==> src/rtl/rx_emp_pkg.sv <==
// Package: shared types for the receive end-marker pairing formatter.
// Assumes: nothing beyond IEEE 1800-2017 synthesizable types.
package rx_emp_pkg;

    // Source of the next output transfer, chosen each cycle by the top level.
    typedef enum logic [2:0] {
        EMIT_NONE    = 3'd0,  // no transfer
        EMIT_IN_DATA = 3'd1,  // the data byte on the input this cycle
        EMIT_STASH   = 3'd2,  // the data byte parked behind a flushed marker
        EMIT_SINGLE  = 3'd3,  // the held marker alone
        EMIT_PAIR    = 3'd4   // the held marker plus the input marker
    } emit_e;

endpackage

==> src/rtl/rx_emp_hold.sv <==
// Module: rx_emp_hold
// Holds at most one end marker (its type bit) while the formatter waits
// one cycle for a second marker to pair it with.
// Assumes: the controller never loads while a marker is already held and
// always clears a held marker on the cycle after it was loaded.
module rx_emp_hold (
    input  logic clk,
    input  logic rst_n,
    input  logic load,
    input  logic load_type,
    input  logic clear,
    output logic pend_v,
    output logic pend_type
);

    // Purpose: capture a new marker, or release the held one.
    always_ff @(posedge clk) begin
        if (!rst_n) begin
            pend_v    <= 1'b0;
            pend_type <= 1'b0;
        end else if (load) begin
            pend_v    <= 1'b1;
            pend_type <= load_type;
        end else if (clear) begin
            pend_v    <= 1'b0;
            pend_type <= 1'b0;
        end
    end

    AST_PEND_ONE_CYCLE: assert property (@(posedge clk) disable iff (!rst_n)
        pend_v |=> !pend_v);

    AST_NO_OVERWRITE: assert property (@(posedge clk) disable iff (!rst_n)
        pend_v |-> !load);

endmodule

==> src/rtl/rx_emp_stash.sv <==
// Module: rx_emp_stash
// Parks one data byte for a single cycle. This covers the case where the
// byte arrives just as a held marker must be flushed ahead of it.
// Assumes: no data byte arrives in the cycle after another data byte, so
// the parked byte is always free to leave on the following cycle.
module rx_emp_stash #(
    parameter int DATA_W = 8
) (
    input  logic              clk,
    input  logic              rst_n,
    input  logic              load,
    input  logic [DATA_W-1:0] load_data,
    output logic              stash_v,
    output logic [DATA_W-1:0] stash_d
);

    // Purpose: keep a byte for exactly one cycle after it is loaded.
    always_ff @(posedge clk) begin
        if (!rst_n) begin
            stash_v <= 1'b0;
            stash_d <= '0;
        end else begin
            stash_v <= load;
            if (load) begin
                stash_d <= load_data;
            end
        end
    end

    AST_STASH_ONE_CYCLE: assert property (@(posedge clk) disable iff (!rst_n)
        stash_v |=> !stash_v);

endmodule

==> src/rtl/rx_emp_outstage.sv <==
// Module: rx_emp_outstage
// Builds the next transfer from the selected source and registers it, so
// that every output of the formatter comes straight from a flip-flop.
// Assumes: the emit code selects a source that holds valid data.
module rx_emp_outstage
    import rx_emp_pkg::*;
#(
    parameter int DATA_W = 8
) (
    input  logic              clk,
    input  logic              rst_n,
    input  emit_e             emit,
    input  logic [DATA_W-1:0] in_char,
    input  logic              in_type,
    input  logic [DATA_W-1:0] stash_d,
    input  logic              pend_type,
    output logic              out_valid,
    output logic              out_is_mark,
    output logic              out_pair,
    output logic [1:0]        out_mtype,
    output logic [DATA_W-1:0] out_char
);

    logic              nx_valid;
    logic              nx_mark;
    logic              nx_pair;
    logic [1:0]        nx_mtype;
    logic [DATA_W-1:0] nx_char;

    // Purpose: decode the emit code into the next transfer's fields.
    always_comb begin
        nx_valid = 1'b0;
        nx_mark  = 1'b0;
        nx_pair  = 1'b0;
        nx_mtype = 2'b00;
        nx_char  = '0;
        case (emit)
            EMIT_IN_DATA: begin
                nx_valid = 1'b1;
                nx_char  = in_char;
            end
            EMIT_STASH: begin
                nx_valid = 1'b1;
                nx_char  = stash_d;
            end
            EMIT_SINGLE: begin
                nx_valid = 1'b1;
                nx_mark  = 1'b1;
                nx_mtype = {1'b0, pend_type};
            end
            EMIT_PAIR: begin
                nx_valid = 1'b1;
                nx_mark  = 1'b1;
                nx_pair  = 1'b1;
                nx_mtype = {in_type, pend_type};
            end
            default: begin
                nx_valid = 1'b0;
            end
        endcase
    end

    // Purpose: register the transfer; reset clears it.
    always_ff @(posedge clk) begin
        if (!rst_n) begin
            out_valid   <= 1'b0;
            out_is_mark <= 1'b0;
            out_pair    <= 1'b0;
            out_mtype   <= 2'b00;
            out_char    <= '0;
        end else begin
            out_valid   <= nx_valid;
            out_is_mark <= nx_mark;
            out_pair    <= nx_pair;
            out_mtype   <= nx_mtype;
            out_char    <= nx_char;
        end
    end

    AST_MARK_SPACING: assert property (@(posedge clk) disable iff (!rst_n)
        (out_valid && out_is_mark) |=> !(out_valid && out_is_mark));

    AST_MARK_CHAR_ZERO: assert property (@(posedge clk) disable iff (!rst_n)
        (out_valid && out_is_mark) |-> (out_char == '0));

    AST_SINGLE_SECOND_ZERO: assert property (@(posedge clk) disable iff (!rst_n)
        (out_valid && out_is_mark && !out_pair) |-> !out_mtype[1]);

endmodule

==> src/rtl/rx_endmark_pairer.sv <==
// Module: rx_endmark_pairer (top)
// Receive-side formatter between the character decoder and the credit
// counter and buffer. Data bytes pass through one register. End markers
// are held for one cycle and merged in pairs when they arrive back to
// back. Each marker is still counted once, and character order is kept.
// Assumes: synchronous active-low reset; the decoder never presents a
// data byte in the cycle after another data byte.
module rx_endmark_pairer
    import rx_emp_pkg::*;
#(
    parameter int DATA_W   = 8,
    parameter int TYPE_BIT = 0
) (
    input  logic              clk,
    input  logic              rst_n,
    input  logic              in_valid,
    input  logic              in_is_mark,
    input  logic [DATA_W-1:0] in_char,
    output logic              out_valid,
    output logic              out_is_mark,
    output logic              out_pair,
    output logic [1:0]        out_mtype,
    output logic [DATA_W-1:0] out_char
);

    localparam int TB = (TYPE_BIT < DATA_W) ? TYPE_BIT : 0;

    emit_e emit;
    logic  pend_v;
    logic  pend_type;
    logic  pend_load;
    logic  pend_clear;
    logic  stash_v;
    logic  stash_load;
    logic  in_type;
    logic [DATA_W-1:0] stash_d;

    assign in_type = in_char[TB];

    // Purpose: choose the next transfer source and update the hold and stash.
    always_comb begin
        emit       = EMIT_NONE;
        pend_load  = 1'b0;
        pend_clear = 1'b0;
        stash_load = 1'b0;
        if (in_valid && in_is_mark) begin
            if (pend_v) begin
                emit       = EMIT_PAIR;
                pend_clear = 1'b1;
            end else begin
                pend_load = 1'b1;
                if (stash_v) begin
                    emit = EMIT_STASH;
                end
            end
        end else if (in_valid) begin
            if (pend_v) begin
                emit       = EMIT_SINGLE;
                pend_clear = 1'b1;
                stash_load = 1'b1;
            end else begin
                emit = EMIT_IN_DATA;
            end
        end else begin
            if (pend_v) begin
                emit       = EMIT_SINGLE;
                pend_clear = 1'b1;
            end else if (stash_v) begin
                emit = EMIT_STASH;
            end
        end
    end

    rx_emp_hold hold_i (
        .clk       (clk),
        .rst_n     (rst_n),
        .load      (pend_load),
        .load_type (in_type),
        .clear     (pend_clear),
        .pend_v    (pend_v),
        .pend_type (pend_type)
    );

    rx_emp_stash #(.DATA_W(DATA_W)) stash_i (
        .clk       (clk),
        .rst_n     (rst_n),
        .load      (stash_load),
        .load_data (in_char),
        .stash_v   (stash_v),
        .stash_d   (stash_d)
    );

    rx_emp_outstage #(.DATA_W(DATA_W)) out_i (
        .clk         (clk),
        .rst_n       (rst_n),
        .emit        (emit),
        .in_char     (in_char),
        .in_type     (in_type),
        .stash_d     (stash_d),
        .pend_type   (pend_type),
        .out_valid   (out_valid),
        .out_is_mark (out_is_mark),
        .out_pair    (out_pair),
        .out_mtype   (out_mtype),
        .out_char    (out_char)
    );

    AST_RESET_CLEAR: assert property (@(posedge clk)
        !rst_n |=> !out_valid);

    AST_DATA_LATENCY: assert property (@(posedge clk) disable iff (!rst_n)
        (in_valid && !in_is_mark && !pend_v) |=>
            (out_valid && !out_is_mark && out_char == $past(in_char)));

    AST_PAIR_OUT: assert property (@(posedge clk) disable iff (!rst_n)
        (in_valid && in_is_mark && pend_v) |=> (out_valid && out_is_mark && out_pair));

    AST_INPUT_DATA_GAP: assert property (@(posedge clk) disable iff (!rst_n)
        (in_valid && !in_is_mark) |=> !(in_valid && !in_is_mark));

endmodule

==> config.mk <==
export PLATFORM = sky130hd
export DESIGN_NAME = rx_endmark_pairer
export DESIGN_NICKNAME = d
export VERILOG_FILES = /design/src/rtl/rx_emp_pkg.sv /design/src/rtl/rx_emp_hold.sv /design/src/rtl/rx_emp_stash.sv /design/src/rtl/rx_emp_outstage.sv /design/src/rtl/rx_endmark_pairer.sv
export SDC_FILE = /design/constraint.sdc
export NUM_CORES = 1
export LEC_CHECK = 0
export BUFFER_PORTS_ARGS = -buffer_cell sky130_fd_sc_hd__buf_2
export CORE_ASPECT_RATIO = 0.75
export CORE_MARGIN = 2
export CORE_UTILIZATION = 40
export DETAILED_ROUTE_END_ITERATION = 16
export RECOVER_POWER = 25
export SLEW_MARGIN = 5
export SYNTH_ARGS = -nofsm -noshare
export SYNTH_HDL_FRONTEND = slang
export SYNTH_SLANG_ARGS = --single-unit
==> constraint.sdc <==
create_clock -name clk -period 1 [get_ports clk]
set_input_delay 0.05 -clock clk [delete_from_list [all_inputs] [get_ports clk]]
set_output_delay 0.05 -clock clk [all_outputs]
set_load 0.02 [all_outputs]
Word level (Yosys, flattened, before mapping)
Cells that the tools add are included.
{"block": "totals", "register_bits": 24, "latchBits": 0, "ramBits": 0, "romBits": 0, "in_bits": 12, "output_inout_bits": 13, "wordCells": 36, "memories": 0}
{"block": "classes", "n_addsub": 0, "n_mul": 0, "div": 0, "magnitude_cmp": 0, "n_eq_ne": 4, "shift": 0, "n_mux": 19, "bitwise_logic": 0, "reduce_logical": 4}
{"op": "one-hot mux 8 bit (2 select lines)", "count": 1}
{"op": "2-to-1 mux 3 bit", "count": 4}
{"op": "2-to-1 mux 1 bit", "count": 11}
{"op": "== test 3 x 2 -> 1 bit, second input constant", "count": 2}
{"op": "2-to-1 mux 2 bit", "count": 2}
{"op": "one-hot mux 2 bit (2 select lines)", "count": 1}
{"op": "OR reduction 4 bit", "count": 1}
{"op": "== test 3 x 1 -> 1 bit, second input constant", "count": 1}
{"op": "== test 3 bit, second input constant", "count": 1}
{"op": "nonzero test 2 bit", "count": 1}
{"op": "OR reduction 2 bit", "count": 1}
{"op": "logical AND 1 bit", "count": 1}

Longest topological paths before layout
{"block": "depth", "depth_word": 7, "mapped_depth": 4, "depth_no_buf": 3}

By module
A second synthesis with hierarchy kept.
{"block": "hier_totals", "hier_cells": 93, "hier_area_um2": 974.7}
{"mod": "rx_emp_outstage", "instances": 1, "cells_per_inst": 52, "area_each_um2": 515.5}
{"mod": "rx_emp_stash", "instances": 1, "cells_per_inst": 27, "area_each_um2": 329.1}
{"mod": "rx_emp_hold", "instances": 1, "cells_per_inst": 6, "area_each_um2": 76.3}
{"mod": "rx_endmark_pairer", "instances": 1, "cells_per_inst": 8, "area_each_um2": 53.8}

Worst setup path before layout
No wires, ideal clock.
{"block": "synth_path", "path_kind": "register -> register", "start": "reg hold_i.pend_v", "end": "reg stash_i.stash_d[0]", "setup_time_ns": 0.115, "arrival_ns": 0.747, "required_ns": 0.885, "setup_slack_ns": 0.138, "stages_incl_launch_ff": 5, "n_path_buf": 1, "period_less_slack_ns": 0.862, "path_cell_list": "dfxtp_1 -> and3b_1 -> buf_2 -> nand3_1 -> nand2_1"}
{"block": "synth_between", "elab_chain_cells": 3}
{"element": "start, declared", "line": "rx_emp_hold.sv:12", "rtl": "output logic pend_v,"}
{"element": "start signal, assigned", "line": "rx_emp_hold.sv:19", "rtl": "pend_v <= 1'b0;"}
{"element": "start signal, assigned", "line": "rx_emp_hold.sv:22", "rtl": "pend_v <= 1'b1;"}
{"element": "start signal, assigned", "line": "rx_emp_hold.sv:25", "rtl": "pend_v <= 1'b0;"}
{"element": "2-to-1 mux 1 bit", "line": "rx_endmark_pairer.sv:57", "rtl": "if (pend_v) begin"}
{"element": "2-to-1 mux 1 bit", "line": "rx_endmark_pairer.sv:56", "rtl": "end else if (in_valid) begin"}
{"element": "2-to-1 mux 1 bit", "line": "rx_endmark_pairer.sv:46", "rtl": "if (in_valid && in_is_mark) begin"}
{"element": "end signal, assigned", "line": "rx_emp_stash.sv:25", "rtl": "stash_d <= load_data;"}
{"element": "end, declared", "line": "rx_emp_stash.sv:14", "rtl": "output logic [DATA_W-1:0] stash_d"}
No other way between the ends.
A chain may end at the register's enable or synchronous reset.

Worst setup path in the final report
{"block": "layout_path", "start": "reg stash_i.stash_v", "end": "reg out_i.out_char[0]"}
{"block": "layout_between", "elab_chain_cells": 6, "word_cells_on_any_way": 8}
{"element": "start, declared", "line": "rx_emp_stash.sv:13", "rtl": "output logic stash_v,"}
{"element": "start signal, assigned", "line": "rx_emp_stash.sv:23", "rtl": "stash_v <= load;"}
{"element": "2-to-1 mux 2 bit (*)", "line": "rx_endmark_pairer.sv:52, rx_endmark_pairer.sv:68"}
{"element": "2-to-1 mux 3 bit", "line": "rx_endmark_pairer.sv:65", "rtl": "if (pend_v) begin"}
{"element": "2-to-1 mux 3 bit", "line": "rx_endmark_pairer.sv:56"}
{"element": "2-to-1 mux 3 bit (*)", "line": "rx_endmark_pairer.sv:46"}
{"element": "== test 3 x 2 -> 1 bit / == test 3 x 1 -> 1 bit (equally long branches)", "line": "rx_emp_outstage.sv:37", "rtl": "case (emit)"}
{"element": "one-hot mux 8 bit (2 select lines) (*)", "line": "rx_emp_outstage.sv:37"}
{"element": "end signal, assigned", "line": "rx_emp_outstage.sv:76", "rtl": "out_char <= nx_char;"}
{"element": "end, declared", "line": "rx_emp_outstage.sv:21", "rtl": "output logic [DATA_W-1:0] out_char"}
Mark *: on every way between the ends. The rest lies on a longest branch, timed or not.

==> impl.org <==
** Run status
- The flow ran to the end, and the final reports show no timing, DRC or antenna violations.

** Synthesis
- Summing the sequential cell areas from Yosys gives around three fifths of the chip area.
- After synthesis, the netlist uses 15 different library cells.
- Yosys printed 0 warnings.
- The cell area that synthesis handed to floorplanning was around 830 sq um.
- Synthesis produced 96 cells.
- Post-synthesis net count :: approximately 110
- Number of storage elements in the synthesis netlist :: 24
- After synthesis, the mean cell area works out to approximately 8.6 sq um.

** Setup path
- The worst setup path is of the flop to flop kind.
- In this design, the stage delay of the slowest critical-path cell is 0.54 ns.
- Critical path capture point type :: flop
- On the critical path, the stage with the largest delay is an instance of dfxtp_1.
- For the worst setup path, the data arrival time is roughly 1.2 ns.
- Element type at the critical path start :: flop
- Data on the critical path is required at its endpoint by between 1 and 1.5 ns.
- CP Max Fanout :: 9
- For flop-to-flop paths, the worst setup slack is slightly above 0.07 ns.
- Walking the worst path, the cells encountered are nand3_1, a21oi_1.

** GRT
- Via count of the first global-routing pass :: between 600 and 700
- Overflow left after global routing :: 0
- The first global-routing pass estimated 2739 um of wire.
- Maximum number of pins on one net before global-route repair :: 18
- The initial antenna violation count is 0.
- Global routing usage summed across all routing layers :: between 10% and 20%

** Run
- Across the run, the number of max-cap violations was 0.

** Route
- First-pass iteration count of the detailed router :: 4
- Average vias per placed instance :: around 4.8
- Number of vias in the routed layout :: about 750
- The detailed router finished its first iteration with 16 violations.
- Post-DR wirelength/cell :: roughly 11 um
- Routed WL :: 1714 um
- DRC violations left :: 0
- Once detail routing completed, the nets flagged for antenna violations numbered 0.

** Finish
- Total area of multi-input combinational cells :: ~310 sq um
- Leaving out fill and tap cells, the most frequent cell in the layout is nand3_1.
- In the final layout, flip-flops and latches occupy 481.7 sq um.
- Commonest cells after routing, fill and taps aside :: 25 x nand3_1, 23 x dfxtp_1, 21 x buf_2
- Fill cell count :: 190
- Final nets :: ~140
- Area growth from synthesis to layout :: 31.47%
- Layout cell share with drive strength beyond 1 :: 24.62%
- Ant diodes :: 0

** STA
- In this run the tightest slew margin relative to its limit is approximately three quarters.
- In the post-route analysis, the smallest setup slack over all paths is 0.07043 ns.
- At the pin with the least slew margin, the transition time is 0.3627 ns.
- For the final database, setup skew stands at roughly 0.0017 ns.
- Unrepaired setup endpoints after global routing :: no
- Maximum operating frequency :: roughly 1100 MHz
- The number of hold violations in the final report came to 0.
- Period minus WS final :: 0.9296 ns
- Final setup violation count :: 0
- Period utilisation layout :: between 90% and 100%
- In the final timing run, aggregate negative setup slack is 0 ns.
- The max-slew violation count was 0.

** CTS
- Clock Sink Count :: 24
- Clock latency reported for the late side of the worst-skew pair :: ~0.30 ns
- Cts bufs inserted :: 3
- CTS tree :: done
- CTS built an H-tree with a depth of 1.
- Clock-pin slew on the worst setup and hold paths :: 0.12 ns
- Counting along the longest clock path gives a buffer depth of 2.
- Cell chosen for the clock root :: clkbuf_4

** Place
- Port Buffer Count :: 24
- Once detailed placement completed, the half-perimeter wirelength came to 1132 um.
- Post-Place Setup Slack :: -0.01863 ns
- Last weighted congestion value of the routability-driven placer :: approximately 0.76

** Floorplanning
- Starting density of the core :: 41.78%
- Die extent in y :: ~43 um
- Horiz. Die Dim :: roughly 57 um
- Die area :: between 2000 and 2500 sq um
- The initialized floorplan defines 14 standard-cell rows.
- Core Footprint :: 1979 sq um
- Boundary pin count :: 25

** Power
- IR analysis of the VDD net gives a maximum drop of 1204 uV.
- Cell Pwr Density :: ~1400 nW/um^2
- Leakage power of the design :: just over 0.0005 uW

** Min path
- Worst hold path type :: primary input to flop
## worst max-delay path, delay by kind of cell, from the launching register on
kind               cells  cell delay (ns)
AOI/OAI and AO/OA      1             0.19
DFF                    1             0.54
and+or+nand+nor        1             0.12
## Yosys cell counts
cell | count | area, sq um
a21oi_1 | 9 | 45.04
and2_1 | 1 | 6.260
and3_1 | 1 | 6.260
and3b_1 | 1 | 8.760
buf_1 | 1 | 3.750
buf_2 | 6 | 30.03
dfxtp_1 | 24 | 480.5
inv_1 | 1 | 3.750
nand2_1 | 19 | 71.32
nand2b_1 | 2 | 12.51
nand3_1 | 25 | 125.1
nand3b_1 | 1 | 7.510
nor2_1 | 3 | 11.26
nor2b_1 | 1 | 6.260
o31a_1 | 1 | 8.760
## final timing paths
kind / from / endpoint / cells past startpoint
max: stash_i.stash_v$_SDFF_PN0_ / out_i.out_char[0]$_SDFF_PN0_ / 2
min: rst_n / out_i.out_is_mark$_SDFF_PN0_ / 3
max reg2reg: stash_i.stash_v$_SDFF_PN0_ / out_i.out_char[0]$_SDFF_PN0_ / 2
min reg2reg: stash_i.stash_d[2]$_SDFFE_PN0P_ / stash_i.stash_d[2]$_SDFFE_PN0P_ / 2
## kinds of logic after synthesis
kind of cell | synth area share (%)
AO/OA/AOI/OAI | 6.505
AND/OR/NAND/NOR | 30.86
flip-flops | 58.09
buffers and inverters | 4.538
## layer usage
layer	global-route usage, %	vias to the layer above	routed length, um
li1	-	389	-
met1	21.13	322	890
met2	21.16	33	684
met3	6.269	2	125
met4	4.286	0	13
met5	0	-	0
## timing repair
| action | 4_1_cts | 5_1_grt |
|---|---|---|
| endpoints found under the hold margin | 15 | 0 |
| hold buffers | 8 | 0 |
| setup endpoints to repair | 8 | 7 |
| cloned | 0 | 0 |
| pin swaps | 1 | 1 |
| gates resized for setup | 1 | 1 |
| buffers inserted | 1 | 0 |
## per-stage QoR
stage,area [sq um],hold WS [ns],util [%],power [uW],instances
after global routing,1087,0.003232,54.93,1632,154
after detailed placement,980.9,0.2868,49.56,1143,142
final,1087,0.02404,54.93,1541,154
after CTS,1092,0.01469,55.18,1566,154
after global placement,980.9,0.2845,49.56,1142,142
after floorplan,827.0,0.1717,-,1077,96
## registers in the layout, summed over array words and instances (netlist names)
| signal | cells |
|---|---|
| out_i.out_mtype | 2 |
| out_i.out_is_mark | 1 |
| out_i.out_valid | 1 |
| hold_i.pend_type | 1 |
| out_i.out_pair | 1 |
| stash_i.stash_d | 8 |
| hold_i.pend_v | 1 |
| stash_i.stash_v | 1 |
| out_i.out_char | 8 |
## layout make-up
cell class	count	share of cell area (%)
Sequential cell	24	44.30
Multi-Input combinational cell	64	28.54
Timing Repair Buffer	38	21.98
Tap cell	24	2.762
Clock buffer	3	2.071
Inverter	1	0.3452
## power breakdown
part	internal (uW)	total (uW)	switching, uW
Sequential	976	984	8.15
Clock	141	397	256
Combinational	73.3	160	87.0
Note: power is estimated with default switching activity, not from simulation.
